--- config.mk ---
export PLATFORM = sky130hd
export DESIGN_NAME = pcd_top
export DESIGN_NICKNAME = d
export VERILOG_FILES = /design/src/rtl/pcd_pkg.sv /design/src/rtl/pcd_parser.sv /design/src/rtl/pcd_regs.sv /design/src/rtl/pcd_top.sv
export SDC_FILE = /design/constraint.sdc
export NUM_CORES = 1
export LEC_CHECK = 0
export BUFFER_PORTS_ARGS = -buffer_cell sky130_fd_sc_hd__clkbuf_2
export CORE_MARGIN = 3
export CORE_UTILIZATION = 55
export CTS_CLUSTER_DIAMETER = 60
export DETAILED_ROUTE_END_ITERATION = 8
export PLACE_DENSITY = 0.73
export SYNTH_ARGS = -nofsm -noshare
export SYNTH_HDL_FRONTEND = slang
export SYNTH_SLANG_ARGS = --single-unit
--- constraint.sdc ---
create_clock -name clk -period 6.36 [get_ports clk]
set_input_delay 0 -clock clk [delete_from_list [all_inputs] [get_ports clk]]
set_output_delay 0 -clock clk [all_outputs]
set_load 0.01 [all_outputs]
--- src/rtl/pcd_pkg.sv ---
package pcd_pkg;
  localparam int GS_ODD = 32;                  // stored odd gray levels
  localparam int IDX_W  = $clog2(GS_ODD);      // operand index width
  localparam int CNT_W  = $clog2(GS_ODD + 1);  // remaining-operand counter
  localparam int LVL_W  = IDX_W + 1;           // full gray level index
  localparam int PW_W   = 8;                   // pulse width bits

  typedef enum logic [1:0] {
    MODE_NORMAL  = 2'd0,
    MODE_ALL_ON  = 2'd1,
    MODE_ALL_OFF = 2'd2,
    MODE_INVERSE = 2'd3
  } disp_mode_e;

  // strobe from parser to register datapath
  typedef struct packed {
    logic             wrEn;
    logic [7:0]       op;
    logic [IDX_W-1:0] idx;
    logic [7:0]       data;
  } cfg_strobe_t;
endpackage

--- src/rtl/pcd_parser.sv ---
module pcd_parser
  import pcd_pkg::*;
(
  input  logic        clk,
  input  logic        rstN,
  input  logic        byteValid,
  input  logic        isData,
  input  logic [7:0]  byteIn,
  output cfg_strobe_t stb
);
  logic [7:0]       curOp;
  logic [CNT_W-1:0] left;
  logic [IDX_W-1:0] idx;

  function automatic logic [CNT_W-1:0] operandCount(input logic [7:0] op);
    case (op)
      8'h15, 8'h75:                                  operandCount = CNT_W'(2);
      8'h81, 8'h82, 8'h83, 8'h87,
      8'hA0, 8'hA1, 8'hA2, 8'hA8:                    operandCount = CNT_W'(1);
      8'hB8:                                         operandCount = CNT_W'(GS_ODD);
      default:                                       operandCount = '0;
    endcase
  endfunction

  function automatic logic isSingle(input logic [7:0] op);
    isSingle = (op[7:2] == 6'b101001) || (op[7:1] == 7'b1010111);
  endfunction

  logic cmdByte, busy;
  assign cmdByte = byteValid && !isData;
  assign busy    = (left != '0);

  always_comb begin
    stb = '0;
    if (cmdByte) begin
      if (busy) begin
        stb.wrEn = 1'b1;
        stb.op   = curOp;
        stb.idx  = idx;
        stb.data = byteIn;
      end else if (isSingle(byteIn)) begin
        stb.wrEn = 1'b1;
        stb.op   = byteIn;
        stb.data = byteIn;
      end
    end
  end

  always_ff @(posedge clk) begin
    if (!rstN) begin
      left  <= '0;
      curOp <= '0;
      idx   <= '0;
    end else if (cmdByte) begin
      if (busy) begin
        left <= left - CNT_W'(1);
        idx  <= idx + IDX_W'(1);
      end else begin
        left  <= operandCount(byteIn);
        curOp <= byteIn;
        idx   <= '0;
      end
    end
  end
endmodule

--- src/rtl/pcd_regs.sv ---
module pcd_regs
  import pcd_pkg::*;
#(
  parameter int COL_W   = 7,
  parameter int ROW_W   = 6,
  parameter int COL_MAX = 95,
  parameter int MUX_MIN = 15
) (
  input  logic              clk,
  input  logic              rstN,
  input  cfg_strobe_t       stb,
  input  logic [LVL_W-1:0]  gsIndex,
  output logic              dispOn,
  output logic [1:0]        dispMode,
  output logic              vertInc,
  output logic              colRev,
  output logic              comRev,
  output logic              comSplit,
  output logic [1:0]        colorFmt,
  output logic [ROW_W-1:0]  startLine,
  output logic [ROW_W-1:0]  lineOffset,
  output logic [ROW_W-1:0]  muxRatio,
  output logic [COL_W-1:0]  colStart,
  output logic [COL_W-1:0]  colEnd,
  output logic [ROW_W-1:0]  rowStart,
  output logic [ROW_W-1:0]  rowEnd,
  output logic [7:0]        contrastA,
  output logic [7:0]        contrastB,
  output logic [7:0]        contrastC,
  output logic [3:0]        masterCur,
  output logic [PW_W-1:0]   gsWidth
);
  localparam logic [ROW_W-1:0] ROW_TOP = {ROW_W{1'b1}};

  logic [PW_W-1:0] oddPw [GS_ODD];

  always_ff @(posedge clk) begin
    if (!rstN) begin
      dispOn     <= 1'b0;
      dispMode   <= MODE_NORMAL;
      vertInc    <= 1'b0;
      colRev     <= 1'b0;
      comRev     <= 1'b0;
      comSplit   <= 1'b0;
      colorFmt   <= 2'b01;
      startLine  <= '0;
      lineOffset <= '0;
      muxRatio   <= ROW_TOP;
      colStart   <= '0;
      colEnd     <= COL_W'(COL_MAX);
      rowStart   <= '0;
      rowEnd     <= ROW_TOP;
      contrastA  <= 8'h80;
      contrastB  <= 8'h80;
      contrastC  <= 8'h80;
      masterCur  <= 4'hF;
    end else if (stb.wrEn) begin
      case (stb.op)
        8'h15: if (stb.idx == '0) colStart <= stb.data[COL_W-1:0];
               else               colEnd   <= stb.data[COL_W-1:0];
        8'h75: if (stb.idx == '0) rowStart <= stb.data[ROW_W-1:0];
               else               rowEnd   <= stb.data[ROW_W-1:0];
        8'h81: contrastA <= stb.data;
        8'h82: contrastB <= stb.data;
        8'h83: contrastC <= stb.data;
        8'h87: masterCur <= stb.data[3:0];
        8'hA0: begin
          vertInc  <= stb.data[0];
          colRev   <= stb.data[1];
          comRev   <= stb.data[4];
          comSplit <= stb.data[5];
          colorFmt <= stb.data[7:6];
        end
        8'hA1: startLine  <= stb.data[ROW_W-1:0];
        8'hA2: lineOffset <= stb.data[ROW_W-1:0];
        8'hA8: muxRatio   <= (stb.data[ROW_W-1:0] < ROW_W'(MUX_MIN))
                             ? ROW_W'(MUX_MIN) : stb.data[ROW_W-1:0];
        8'hA4, 8'hA5, 8'hA6, 8'hA7: dispMode <= stb.op[1:0];
        8'hAE, 8'hAF: dispOn <= stb.op[0];
        default: ;
      endcase
    end
  end

  // odd-level pulse width storage
  for (genvar k = 0; k < GS_ODD; k++) begin : g_pw
    always_ff @(posedge clk) begin
      if (!rstN)
        oddPw[k] <= PW_W'(4 * k + 1);
      else if (stb.wrEn && stb.op == 8'hB8 && stb.idx == IDX_W'(k))
        oddPw[k] <= stb.data;
    end
  end

  // level lookup with even-level interpolation
  logic [IDX_W-1:0] upper, lower;
  logic [PW_W:0]    pairSum;
  assign upper   = gsIndex[LVL_W-1:1];
  assign lower   = upper - IDX_W'(1);
  assign pairSum = {1'b0, oddPw[lower]} + {1'b0, oddPw[upper]};

  always_comb begin
    if (gsIndex == '0)   gsWidth = '0;
    else if (gsIndex[0]) gsWidth = oddPw[upper];
    else                 gsWidth = pairSum[PW_W:1];
  end
endmodule

--- src/rtl/pcd_top.sv ---
module pcd_top
  import pcd_pkg::*;
#(
  parameter int COL_W   = 7,
  parameter int ROW_W   = 6,
  parameter int COL_MAX = 95,
  parameter int MUX_MIN = 15
) (
  input  logic              clk,
  input  logic              rstN,
  input  logic              byteValid,
  input  logic              isData,
  input  logic [7:0]        byteIn,
  input  logic [LVL_W-1:0]  gsIndex,
  output logic              dispOn,
  output logic [1:0]        dispMode,
  output logic              vertInc,
  output logic              colRev,
  output logic              comRev,
  output logic              comSplit,
  output logic [1:0]        colorFmt,
  output logic [ROW_W-1:0]  startLine,
  output logic [ROW_W-1:0]  lineOffset,
  output logic [ROW_W-1:0]  muxRatio,
  output logic [COL_W-1:0]  colStart,
  output logic [COL_W-1:0]  colEnd,
  output logic [ROW_W-1:0]  rowStart,
  output logic [ROW_W-1:0]  rowEnd,
  output logic [7:0]        contrastA,
  output logic [7:0]        contrastB,
  output logic [7:0]        contrastC,
  output logic [3:0]        masterCur,
  output logic [PW_W-1:0]   gsWidth
);
  cfg_strobe_t stb;

  pcd_parser u_ctl (
    .clk(clk), .rstN(rstN), .byteValid(byteValid), .isData(isData),
    .byteIn(byteIn), .stb(stb)
  );

  pcd_regs #(.COL_W(COL_W), .ROW_W(ROW_W), .COL_MAX(COL_MAX), .MUX_MIN(MUX_MIN)) u_dp (
    .clk(clk), .rstN(rstN), .stb(stb), .gsIndex(gsIndex),
    .dispOn(dispOn), .dispMode(dispMode), .vertInc(vertInc), .colRev(colRev),
    .comRev(comRev), .comSplit(comSplit), .colorFmt(colorFmt),
    .startLine(startLine), .lineOffset(lineOffset), .muxRatio(muxRatio),
    .colStart(colStart), .colEnd(colEnd), .rowStart(rowStart), .rowEnd(rowEnd),
    .contrastA(contrastA), .contrastB(contrastB), .contrastC(contrastC),
    .masterCur(masterCur), .gsWidth(gsWidth)
  );
endmodule

# Word-level counts from Yosys, hierarchy flattened
# Memory sizes are Yosys's and may differ from the RTL's.
# Cells that the tools add are included.
# word_totals
regBits	100
ramBits	256
inputBits	18
output_inout_bits	89
wordCells	321
mem_count	1
# classes
n_addsub	4
magnitude_cmp	1
n_eq_ne	61
n_mux	141
bitwise	34
n_reduce_logical	58
# memory_table
name	depth	width	rd	rd_clocked_by_memory_dff	wr	line	rtl
u_dp.oddPw	32	8	2	0	32	pcd_regs.sv:35	logic [PW_W-1:0] oddPw [GS_ODD];
# op_table
cell	count
2-to-1 mux 8 bit	36
equality test 8 bit, second input constant	24
2-to-1 mux 1 bit	97
equality test 5 bit, second input constant	16
equality test 5 x 4 -> 1 bit, second input constant	8
logical AND 1 bit	34
OR 1 bit	32
2-to-1 mux 22 bit	1
AND reduction 2 bit	11
equality test 5 x 3 -> 1 bit, second input constant	4
2-to-1 mux 9 bit	2
case mux 6 bit (3 select lines)	1
equality test 8 x 5 -> 1 bit, second input constant	2
equality test 8 x 7 -> 1 bit, second input constant	2
2-to-1 mux 6 bit	2
AND reduction 3 bit	4
equality test 5 x 2 -> 1 bit, second input constant	2
2-to-1 mux 5 bit	2
adder 8 x 8 -> 9 bit	1
OR reduction 8 bit	1
equality test 7 bit, second input constant	1
equality test 6 bit, second input constant	1
logical NOT 6 bit	1
< comparator 6 x 4 -> 1 bit, second input constant	1
11 further kinds	13

# Longest topological paths before layout
# Gate-level depths: netlist (run 1).
# depth
depth_word	12
mapped_depth	19
depth_no_buf	15

# Modules after synthesis
# Synthesis (run 1) repeated with hierarchy kept, for this count alone.
# hier_totals
cells_unflattened	1505
area_unflattened_um2	18839.3
# modules_own_cells
module	n_inst	cells_per_inst	area_per_inst_um2	seq_area_each_um2
pcd_regs	1	1368	17689.5	9308.9
pcd_parser	1	137	1149.9	380.4

# Worst setup path before layout (run 1)
# OpenSTA, ideal clock, no wires.
# synth_path
path_type	input-to-output
start	in gsIndex[1]
end	out gsWidth[5]
arrival_time_ps	4319
t_required_ps	6360
path_slack_ps	2041
stages	19
path_buffers	6
path_cell_list	buf_4 -> buf_4 -> inv_1 -> ha_1 -> buf_4 -> buf_6 -> clkbuf_1 -> clkbuf_1 -> mux4_2 -> mux4_2 -> mux2_2 -> fa_1 -> a21o_1 -> a21oi_1 -> o21bai_1 -> a21oi_1 -> xnor2_1 -> nand2_1 -> a21oi_1
# synth_between
elab_chain_cells	5
# synth_rtl
item	line	rtl
start, declared	pcd_top.sv:14	input logic [LVL_W-1:0] gsIndex,
subtractor 5 x 1 -> 5 bit	pcd_regs.sv:99	assign lower = upper - IDX_W'(1);
memory (32 x 8 bit)	n/a	
adder 8 x 8 -> 9 bit	pcd_regs.sv:100	assign pairSum = {1'b0, oddPw[lower]} + {1'b0, oddPw[upper]};
2-to-1 mux 8 bit	pcd_regs.sv:104	else if (gsIndex[0]) gsWidth = oddPw[upper];
2-to-1 mux 8 bit (*)	pcd_regs.sv:103	if (gsIndex == '0) gsWidth = '0;
end, declared	pcd_top.sv:33	output logic [PW_W-1:0] gsWidth
# Every way passes the cells marked *; elsewhere a longest branch is shown, timed or not.

# Final worst setup path (run 1)
# layout_path
start	in gsIndex[2]
end	out gsWidth[5]
# The elaborated chain is that of the path after synthesis.

==> results of run 1 <==
how the worst min path moves through the flow:
stage	end	slack, ps	from
3_3_place_gp	u_ctl.curOp[7]	310	byteIn[7]
4_1_cts	u_dp.colEnd[1]	20	rstN
5_1_grt	u_dp.rowEnd[0]	60	rstN
3_5_place_dp	u_ctl.curOp[7]	330	byteIn[7]
6_report	u_dp.colEnd[4]	30	rstN
2_1_floorplan	u_dp.colorFmt[1]	140	byteIn[7]
final cells by class:
class | count | area (µm²) | share of cell area (%)
Clock buffer | 53 | 1080 | 5.28
Timing Repair Buffer | 158 | 975 | 4.75
Sequential cell | 356 | 9690 | 47.3
Clock inverter | 16 | 230 | 1.12
Tap cell | 435 | 544 | 2.65
Multi-Input combinational cell | 996 | 7960 | 38.8
Inverter | 8 | 30.0 | 0.146
routing by layer:
metal  vias to the layer above  share of wire [%]
li1                       5598                  -
met1                      6435                 37
met2                       881                 47
met4                         0                4.5
met3                       139                 11
met5                         -                  0
per-stage QoR:
step / instance area (µm²) / hold WS, ps
6_report: 20500 / 33.3
5_1_grt: 20500 / 62.1
4_1_cts: 20500 / 17.0
3_5_place_dp: 19100 / 325
3_3_place_gp: 19100 / 308
2_1_floorplan: 18200 / 144
cell usage in the layout (no fill, tap or decap), types with 14 or more instances in the layout:
cell type / synthesis / layout
nand2_1: 233 / 232
mux2_2: 14 / 14
mux4_2: 151 / 151
buf_4: 5 / 37
mux2i_1: 79 / 79
nand3_1: 28 / 28
edfxtp_1: 256 / 256
nor3_1: 14 / 14
clkbuf_16: 0 / 41
clkbuf_2: 1 / 105
nor2_1: 271 / 271
dlygate4sd3_1: 0 / 14
o21ai_0: 39 / 34
a21oi_1: 41 / 41
dfxtp_1: 100 / 100
worst reg2reg max path, stage by stage (launching register included):
cell and delay (ps):
dfxtp_1 400, inv_1 90, ha_1 240, and2_1 380, nor2_1 790, nand4_1 240, or2_1 540, nor2_1 860
nand2_1 390, nor2_1 180
report_power, final:
part           leakage, nW  switching, W  internal [W]  total, W
sequential            3.21     0.0000582       0.00255   0.00261
combinational         3.02      0.000438      0.000325  0.000762
clock                0.641      0.000932       0.00140   0.00234
sequential cells by signal, summed over array words and instances, names as in the netlist, 5 cells and up:
register	flops
u_ctl.idx	5
u_ctl.curOp	8
u_dp.colEnd	7
u_dp.muxRatio	6
u_dp.colStart	7
u_dp.lineOffset	6
u_dp.rowEnd	6
u_dp.contrastB	8
u_dp.oddPw	256
u_dp.rowStart	6
u_dp.contrastA	8
u_dp.contrastC	8
u_ctl.left	6
u_dp.startLine	6
kinds of logic (layout without fill, tap and decap cells):
group	Yosys count	in the layout	share of synthesized area (%)
adders and majority gates	12	12	0.868
xor gates and xnor gates	16	16	0.813
and+or+nand+nor	611	611	14.4
DFF	356	356	53.4
buffers and inverters	124	235	2.94
muxes	244	244	24.0
AOI/OAI and AO/OA	113	113	3.65
repair_timing:
item	CTS	global route
resized for setup	0	0
endpoints found under the hold margin	37	0
hold buffers	14	0
==> report_table.html, run 1 <==
<table>
<tr><th>Metric</th><th>Value</th></tr>
<tr><th colspan="2">Outcome</th></tr>
<tr><td>Result of the run</td><td>complete, no violations</td></tr>
<tr><th colspan="2">Global routing</th></tr>
<tr><td>Antenna violations before repair</td><td>0</td></tr>
<tr><td>Maximum number of pins on one net before global-route repair</td><td>126</td></tr>
<tr><td>Global-route track usage on met2</td><td>47.0%</td></tr>
<tr><td>Most Crowded Layer GR</td><td>met2</td></tr>
<tr><td>Met1 Usage GRT</td><td>39.1%</td></tr>
<tr><td>Total grt overflow</td><td>0</td></tr>
<tr><td>Global-route wire length before repair</td><td>79.4 mm</td></tr>
<tr><td>Met3 usage in global routing</td><td>7.09%</td></tr>
<tr><td>Number of global-route vias before repair</td><td>12900</td></tr>
<tr><td>Global Route Usage Sum</td><td>29.4%</td></tr>
<tr><th colspan="2">Routing</th></tr>
<tr><td>Vias after detailed routing</td><td>13100</td></tr>
<tr><td>Total routed wirelength</td><td>51.7 mm</td></tr>
<tr><td>DR WL/cell</td><td>25.6 µm</td></tr>
<tr><td>Residual antenna-violating net count after detailed routing</td><td>0</td></tr>
<tr><td>DRT iter0 DRCs</td><td>1562</td></tr>
<tr><td>DR pass1 iterations</td><td>7</td></tr>
<tr><td>Via-per-instance ratio</td><td>6.46</td></tr>
<tr><td>Remaining DRCs</td><td>0</td></tr>
<tr><th colspan="2">Placed design</th></tr>
<tr><td>Count of input and output buffers</td><td>106</td></tr>
<tr><td>HPWL after detailed placement</td><td>35.9 mm</td></tr>
<tr><td>Post-placement worst setup slack</td><td>1730 ps</td></tr>
<tr><td>Final weighted congestion in routability-driven placement</td><td>0.972</td></tr>
<tr><td>Number of placed cells counting well taps</td><td>1939</td></tr>
<tr><th colspan="2">Setup path</th></tr>
<tr><td>CP Launch Type</td><td>primary input</td></tr>
<tr><td>Worst-case reg-to-reg path depth</td><td>9</td></tr>
<tr><td>Cell with the largest stage delay on the worst path</td><td>ha_4</td></tr>
<tr><td>Buffers &amp; Inverters on Critical Path</td><td>5</td></tr>
<tr><td>Endpoint of the worst register-to-register path</td><td>u_dp.oddPw[24][3]</td></tr>
<tr><td>Delay of the slowest critical-path stage</td><td>850 ps</td></tr>
<tr><td>Capture point of the critical path</td><td>gsWidth[5]</td></tr>
<tr><td>Required time at the endpoint of the critical path</td><td>6360 ps</td></tr>
<tr><td>Sort of element at the end of the critical path</td><td>output pin</td></tr>
<tr><td>Worst setup path class</td><td>primary input to output pin</td></tr>
<tr><td>Beginning of the worst register-to-register path</td><td>u_ctl.left[0]</td></tr>
<tr><td>Number of logic stages on the critical path including buffering</td><td>19</td></tr>
<tr><td>Crit-path leading delay family</td><td>adder cells</td></tr>
<tr><td>Critical Path Start</td><td>gsIndex[2]</td></tr>
<tr><td>Crit path arrival time</td><td>4700 ps</td></tr>
<tr><td>Flop-to-flop setup slack</td><td>2080 ps</td></tr>
<tr><td>Critical path, cell by cell</td><td>buf_2, buf_4, inv_1, ha_4, buf_4, mux2i_1, mux4_2, mux2i_1, mux2i_1, nor2_1, fa_1, a21o_1, a21oi_1, o21bai_1, a21oi_1, xnor2_1, nand2_1, a21oi_1, clkbuf_2</td></tr>
<tr><td>Max Fanout on Critical Path</td><td>51</td></tr>
<tr><th colspan="2">Yosys</th></tr>
<tr><td>Number of distinct library cells after synthesis</td><td>62</td></tr>
<tr><td>Post-synth net total</td><td>1506</td></tr>
<tr><td>Ys Warns</td><td>0</td></tr>
<tr><td>Top area cells in the synthesized netlist</td><td>edfxtp_1, mux4_2, dfxtp_1, nor2_1, nand2_1</td></tr>
<tr><td>Post-synthesis cell count</td><td>1476</td></tr>
<tr><td>Yosys top cell area share</td><td>42.3%</td></tr>
<tr><td>Leading area contributor after synthesis</td><td>edfxtp_1</td></tr>
<tr><td>Post-synthesis sequential area ratio</td><td>53.4%</td></tr>
<tr><td>Count of flip-flops with a built-in enable after synthesis</td><td>256</td></tr>
<tr><td>Flip-flop cell with the highest count after synthesis</td><td>edfxtp_1</td></tr>
<tr><td>Summed instance area of the synthesized netlist</td><td>0.0182 mm²</td></tr>
<tr><td>Mean Syn Cell Area</td><td>12.3 µm²</td></tr>
<tr><td>Most numerous cell in the Yosys netlist</td><td>nor2_1</td></tr>
<tr><td>Ys async rst share</td><td>0%</td></tr>
<tr><td>Flops &amp; latches, synth</td><td>356</td></tr>
<tr><td>Cell types with the highest counts after synthesis</td><td>nor2_1, edfxtp_1, nand2_1</td></tr>
<tr><th colspan="2">Floorplanning</th></tr>
<tr><td>Effective utilization at floorplan</td><td>56.7%</td></tr>
<tr><td>Area of the die</td><td>0.0352 mm²</td></tr>
<tr><td>Core region area</td><td>0.0320 mm²</td></tr>
<tr><td>Top-level I/O count</td><td>107</td></tr>
<tr><td>Num rows</td><td>65</td></tr>
<tr><td>DIE HEIGHT</td><td>188 µm</td></tr>
<tr><td>Die Wd</td><td>188 µm</td></tr>
<tr><th colspan="2">Timing</th></tr>
<tr><td>RSZ-0062 raised after global routing</td><td>no</td></tr>
<tr><td>Max Freq</td><td>213 MHz</td></tr>
<tr><td>Period minus WS final</td><td>4700 ps</td></tr>
<tr><td>Slew Limit Fails</td><td>0</td></tr>
<tr><td>Final setup viols</td><td>0</td></tr>
<tr><td>Worst Slack Setup Final</td><td>1660 ps</td></tr>
<tr><td>Total negative slack</td><td>0 ps</td></tr>
<tr><td>Transition time at the pin with the least slew margin</td><td>1250 ps</td></tr>
<tr><td>Final worst path period share</td><td>73.9%</td></tr>
<tr><td>Headroom to the max-slew limit</td><td>16.1%</td></tr>
<tr><td>Worst Clk Skew</td><td>17.7 ps</td></tr>
<tr><td>Hold Vio Cnt, Final</td><td>0</td></tr>
<tr><th colspan="2">Job</th></tr>
<tr><td>Number of maximum-capacitance violations</td><td>0</td></tr>
<tr><th colspan="2">Cells and area</th></tr>
<tr><td>Relative area change from synthesis to final layout</td><td>12.9%</td></tr>
<tr><td>Post-route core utilization</td><td>64.0%</td></tr>
<tr><td>Fill cell count</td><td>2432</td></tr>
<tr><td>Fraction of layout instances using a drive strength above 1</td><td>24.1%</td></tr>
<tr><td>Final standard cell count with taps included and fillers excluded</td><td>2022</td></tr>
<tr><td>Ant diodes</td><td>0</td></tr>
<tr><td>Final nets</td><td>1589</td></tr>
<tr><th colspan="2">Power</th></tr>
<tr><td>Overall Power</td><td>0.00571 W</td></tr>
<tr><td>Pwr Density</td><td>278 mW/mm²</td></tr>
<tr><td>P_leak</td><td>6.87 nW</td></tr>
<tr><td>Worst IR drop on VDD</td><td>0.000181 V</td></tr>
<tr><th colspan="2">Clock network</th></tr>
<tr><td>Clock insertion delay at the later pin of the skew report</td><td>540 ps</td></tr>
<tr><td>Clock root buffer</td><td>clkbuf_16</td></tr>
<tr><td>Clock Path Buffers</td><td>3</td></tr>
<tr><td>Number of buffers added by the clock tree synthesis step</td><td>39</td></tr>
<tr><td>CTS tree</td><td>done</td></tr>
<tr><td>Sinks on the clock net</td><td>356</td></tr>
<tr><td>Clock transition at the registers of the reported paths</td><td>60 ps</td></tr>
<tr><td>Post-CTS setup buffer count</td><td>0</td></tr>
<tr><td>Total number of H-tree levels</td><td>2</td></tr>
<tr><th colspan="2">Worst hold path</th></tr>
<tr><td>Min-Delay Path Depth</td><td>3</td></tr>
<tr><td>Worst Hold Class</td><td>primary input to register</td></tr>
</table>
Power figures use the tool's default switching activity.
==> inputs of run 2 (changes only) <==
- clock period: 6.36 -> 4.34 ns (I/O delays scaled with it)
==> run 2 against run 1 <==
Against the previous run:
- clock skew is 8.7 ps higher
- global-route usage up 0.43 points
- setup slack got worse by 1500 ps
- count of clock-buffer cells in the layout fell by 4
- clock power up 56%
==> report_table.html, run 2 (same netlist as run 1, synthesis figures left out) <==
<table>
<tr><th>Metric</th><th>Value</th></tr>
<tr><th colspan="2">Placed design</th></tr>
<tr><td>Number of placed cells counting well taps</td><td>1964</td></tr>
<tr><td>HPWL after detailed placement</td><td>36.4 mm</td></tr>
<tr><td>Count of input and output buffers</td><td>106</td></tr>
<tr><td>Standard cell area after detailed placement</td><td>0.0193 mm²</td></tr>
<tr><td>Final weighted congestion in routability-driven placement</td><td>0.978</td></tr>
<tr><th colspan="2">Setup path</th></tr>
<tr><td>Crit-path leading delay family</td><td>multiplexers</td></tr>
<tr><td>Critical Path Start</td><td>u_dp.oddPw[2][1]</td></tr>
<tr><td>Capture point of the critical path</td><td>gsWidth[5]</td></tr>
<tr><td>Worst-case reg-to-reg path depth</td><td>7</td></tr>
<tr><td>Buffers &amp; Inverters on Critical Path</td><td>1</td></tr>
<tr><td>Max Fanout on Critical Path</td><td>3</td></tr>
<tr><td>Worst setup path class</td><td>register to output pin</td></tr>
<tr><td>Required time at the endpoint of the critical path</td><td>4340 ps</td></tr>
<tr><td>Endpoint of the worst register-to-register path</td><td>u_dp.oddPw[5][4]</td></tr>
<tr><td>Cell with the largest stage delay on the worst path</td><td>mux4_2</td></tr>
<tr><td>Sort of element at the end of the critical path</td><td>output pin</td></tr>
<tr><td>Beginning of the worst register-to-register path</td><td>u_ctl.left[0]</td></tr>
<tr><td>Number of logic stages on the critical path including buffering</td><td>12</td></tr>
<tr><td>Delay of the slowest critical-path stage</td><td>490 ps</td></tr>
<tr><td>Most common cell on crit path</td><td>a21oi_1</td></tr>
<tr><td>Critical path, cell by cell</td><td>mux4_2, mux4_2, mux2_2, fa_1, a21o_1, a21oi_1, o21bai_1, a21oi_1, xnor2_1, nand2_1, a21oi_1, clkbuf_2</td></tr>
<tr><td>Flop-to-flop setup slack</td><td>860 ps</td></tr>
<tr><td>Crit path arrival time</td><td>4160 ps</td></tr>
<tr><td>CP Launch Type</td><td>register</td></tr>
<tr><th colspan="2">Worst hold path</th></tr>
<tr><td>Min-Delay Path Depth</td><td>5</td></tr>
<tr><td>Worst Hold Class</td><td>primary input to register</td></tr>
<tr><th colspan="2">Cells and area</th></tr>
<tr><td>Most flop-heavy register</td><td>u_dp.oddPw</td></tr>
<tr><td>Cell area after layout</td><td>0.0208 mm²</td></tr>
<tr><td>Relative area change from synthesis to final layout</td><td>14.6%</td></tr>
<tr><td>Post-route core utilization</td><td>65.0%</td></tr>
<tr><td>Most common library cell in the layout ignoring fill and taps</td><td>nor2_1</td></tr>
<tr><td>Highest-count cells in the layout ignoring fill and taps</td><td>nor2_1, edfxtp_1, nand2_1</td></tr>
<tr><td>Final standard cell count with taps included and fillers excluded</td><td>2049</td></tr>
<tr><td>Fill cell count</td><td>2405</td></tr>
<tr><td>Final nets</td><td>1612</td></tr>
<tr><td>Number of flip-flops under the largest register name</td><td>256</td></tr>
<tr><td>Fraction of layout instances using a drive strength above 1</td><td>25.8%</td></tr>
<tr><th colspan="2">Floorplanning</th></tr>
<tr><td>Core region area</td><td>0.0320 mm²</td></tr>
<tr><td>Area of the die</td><td>0.0352 mm²</td></tr>
<tr><td>Num rows</td><td>65</td></tr>
<tr><td>Top-level I/O count</td><td>107</td></tr>
<tr><td>Effective utilization at floorplan</td><td>56.7%</td></tr>
<tr><td>DIE HEIGHT</td><td>188 µm</td></tr>
<tr><td>Die Wd</td><td>188 µm</td></tr>
<tr><th colspan="2">Timing</th></tr>
<tr><td>Worst Clk Skew</td><td>26.4 ps</td></tr>
<tr><td>Period minus WS final</td><td>4160 ps</td></tr>
<tr><td>RSZ-0062 raised after global routing</td><td>no</td></tr>
<tr><td>Slew Limit Fails</td><td>0</td></tr>
<tr><td>Final worst path period share</td><td>95.8%</td></tr>
<tr><td>Final setup viols</td><td>0</td></tr>
<tr><td>Transition time at the pin with the least slew margin</td><td>1160 ps</td></tr>
<tr><td>Total negative slack</td><td>0 ps</td></tr>
<tr><td>Max Freq</td><td>240 MHz</td></tr>
<tr><td>Hold Vio Cnt, Final</td><td>0</td></tr>
<tr><td>Headroom to the max-slew limit</td><td>21.7%</td></tr>
<tr><th colspan="2">Clock network</th></tr>
<tr><td>Number of buffers added by the clock tree synthesis step</td><td>40</td></tr>
<tr><td>Post-cts hold buffer count</td><td>11</td></tr>
<tr><td>Total number of H-tree levels</td><td>2</td></tr>
<tr><td>Post-CTS setup buffer count</td><td>0</td></tr>
<tr><td>CTS tree</td><td>done</td></tr>
<tr><td>Clock root buffer</td><td>clkbuf_16</td></tr>
<tr><td>Number of gates resized after CTS</td><td>0</td></tr>
<tr><td>Clock transition at the registers of the reported paths</td><td>60 ps</td></tr>
<tr><td>Sinks on the clock net</td><td>356</td></tr>
<tr><td>Clock insertion delay at the later pin of the skew report</td><td>550 ps</td></tr>
<tr><td>Clock Path Buffers</td><td>3</td></tr>
<tr><th colspan="2">Power</th></tr>
<tr><td>Clock share of power</td><td>42.2%</td></tr>
<tr><td>P_leak</td><td>7.05 nW</td></tr>
<tr><td>Pwr Density</td><td>414 mW/mm²</td></tr>
<tr><td>Combinational group share of total power</td><td>13.5%</td></tr>
<tr><td>Cell internal pwr</td><td>0.00646 W</td></tr>
<tr><td>Worst IR drop on VDD</td><td>0.000353 V</td></tr>
<tr><td>Switching power share of the total</td><td>25.0%</td></tr>
<tr><td>Net switching power figure</td><td>0.00216 W</td></tr>
<tr><td>Fraction of power consumed by sequential logic</td><td>44.3%</td></tr>
<tr><th colspan="2">Routing</th></tr>
<tr><td>DR pass1 iterations</td><td>6</td></tr>
<tr><td>Residual antenna-violating net count after detailed routing</td><td>0</td></tr>
<tr><td>Remaining DRCs</td><td>0</td></tr>
<tr><td>DRT iter0 DRCs</td><td>1683</td></tr>
<tr><td>DR WL/cell</td><td>25.5 µm</td></tr>
<tr><td>Vias after detailed routing</td><td>13300</td></tr>
<tr><td>Via-per-instance ratio</td><td>6.51</td></tr>
<tr><td>Total routed wirelength</td><td>52.2 mm</td></tr>
<tr><th colspan="2">Job</th></tr>
<tr><td>Number of maximum-capacitance violations</td><td>0</td></tr>
<tr><th colspan="2">Global routing</th></tr>
<tr><td>Global Route Usage Sum</td><td>29.8%</td></tr>
<tr><td>Total grt overflow</td><td>0</td></tr>
<tr><td>Number of global-route vias before repair</td><td>13200</td></tr>
<tr><td>Met1 Usage GRT</td><td>39.6%</td></tr>
<tr><td>Met3 usage in global routing</td><td>7.09%</td></tr>
<tr><td>Maximum number of pins on one net before global-route repair</td><td>68</td></tr>
<tr><td>Antenna violations before repair</td><td>1</td></tr>
<tr><td>Global-route wire length before repair</td><td>80.2 mm</td></tr>
<tr><td>Global-route track usage on met2</td><td>47.2%</td></tr>
<tr><td>Most Crowded Layer GR</td><td>met2</td></tr>
<tr><th colspan="2">Outcome</th></tr>
<tr><td>Result of the run</td><td>complete, no violations</td></tr>
</table>
==> run 2: changes by cell type in the layout (fill, tap and decap cells not counted), moves of 4 or more <==
| cell | delta |
|---|---|
| buf_4 | +21 |
| clkbuf_1 | -7 |
| o21ai_1 | -5 |
| buf_12 | +4 |
| o21ai_0 | +5 |
==> run 2: routing by layer <==
metal / wire length (µm) / vias up
li1: - / 5661
met1: 18800 / 6520
met2: 24300 / 976
met3: 6280 / 181
met4: 2800 / 0
met5: 0 / -
==> run 2: how the worst min path moves through the flow <==
stage | slack, ps | startpoint | endpoint
after floorplan | 140 | byteIn[7] | u_dp.colorFmt[1]
after global placement | 330 | byteIn[7] | u_ctl.curOp[7]
after detailed placement | 340 | byteIn[7] | u_ctl.curOp[7]
after CTS | 50 | byteValid | u_ctl.idx[1]
after global routing | 100 | byteValid | u_ctl.idx[1]
final | 80 | byteValid | u_ctl.idx[1]
==> run 2: cell type report <==
cell class	instances	area (µm²)	share of cell area [%]
well taps	435	544	2.61
inverters	8	30.0	0.144
clock buffers	49	1100	5.27
clock inverters	24	315	1.51
diodes	1	2.50	0.0120
multi-input cells	996	7950	38.2
flip-flops and latches	356	9690	46.6
repair buffers	180	1180	5.68
==> run 2: per-stage QoR <==
step	hold WS [ps]	worst slack, ps	power [W]
floorplan	144	21.1	0.00465
finish	75.4	180	0.00862
global route	103	155	0.00888
detailed placement	337	456	0.00502
CTS	45.1	288	0.00863
global placement	334	566	0.00499
==> run 2: power groups by stage <==
stage	logic, W	registers (W)	clock network (W)
3_5_place_dp	0.00113	0.00388	0
5_1_grt	0.00123	0.00382	0.00383
6_report	0.00116	0.00382	0.00364
2_1_floorplan	0.000806	0.00384	0
3_3_place_gp	0.00111	0.00388	0
4_1_cts	0.00115	0.00381	0.00367
==> run 2: tightest hold or removal path: cells and delay by family <==
kind                   cells  cell delay, ps
and+or+nand+nor            2             210
AOI/OAI and AO/OA          1              50
buffers and inverters      2             290
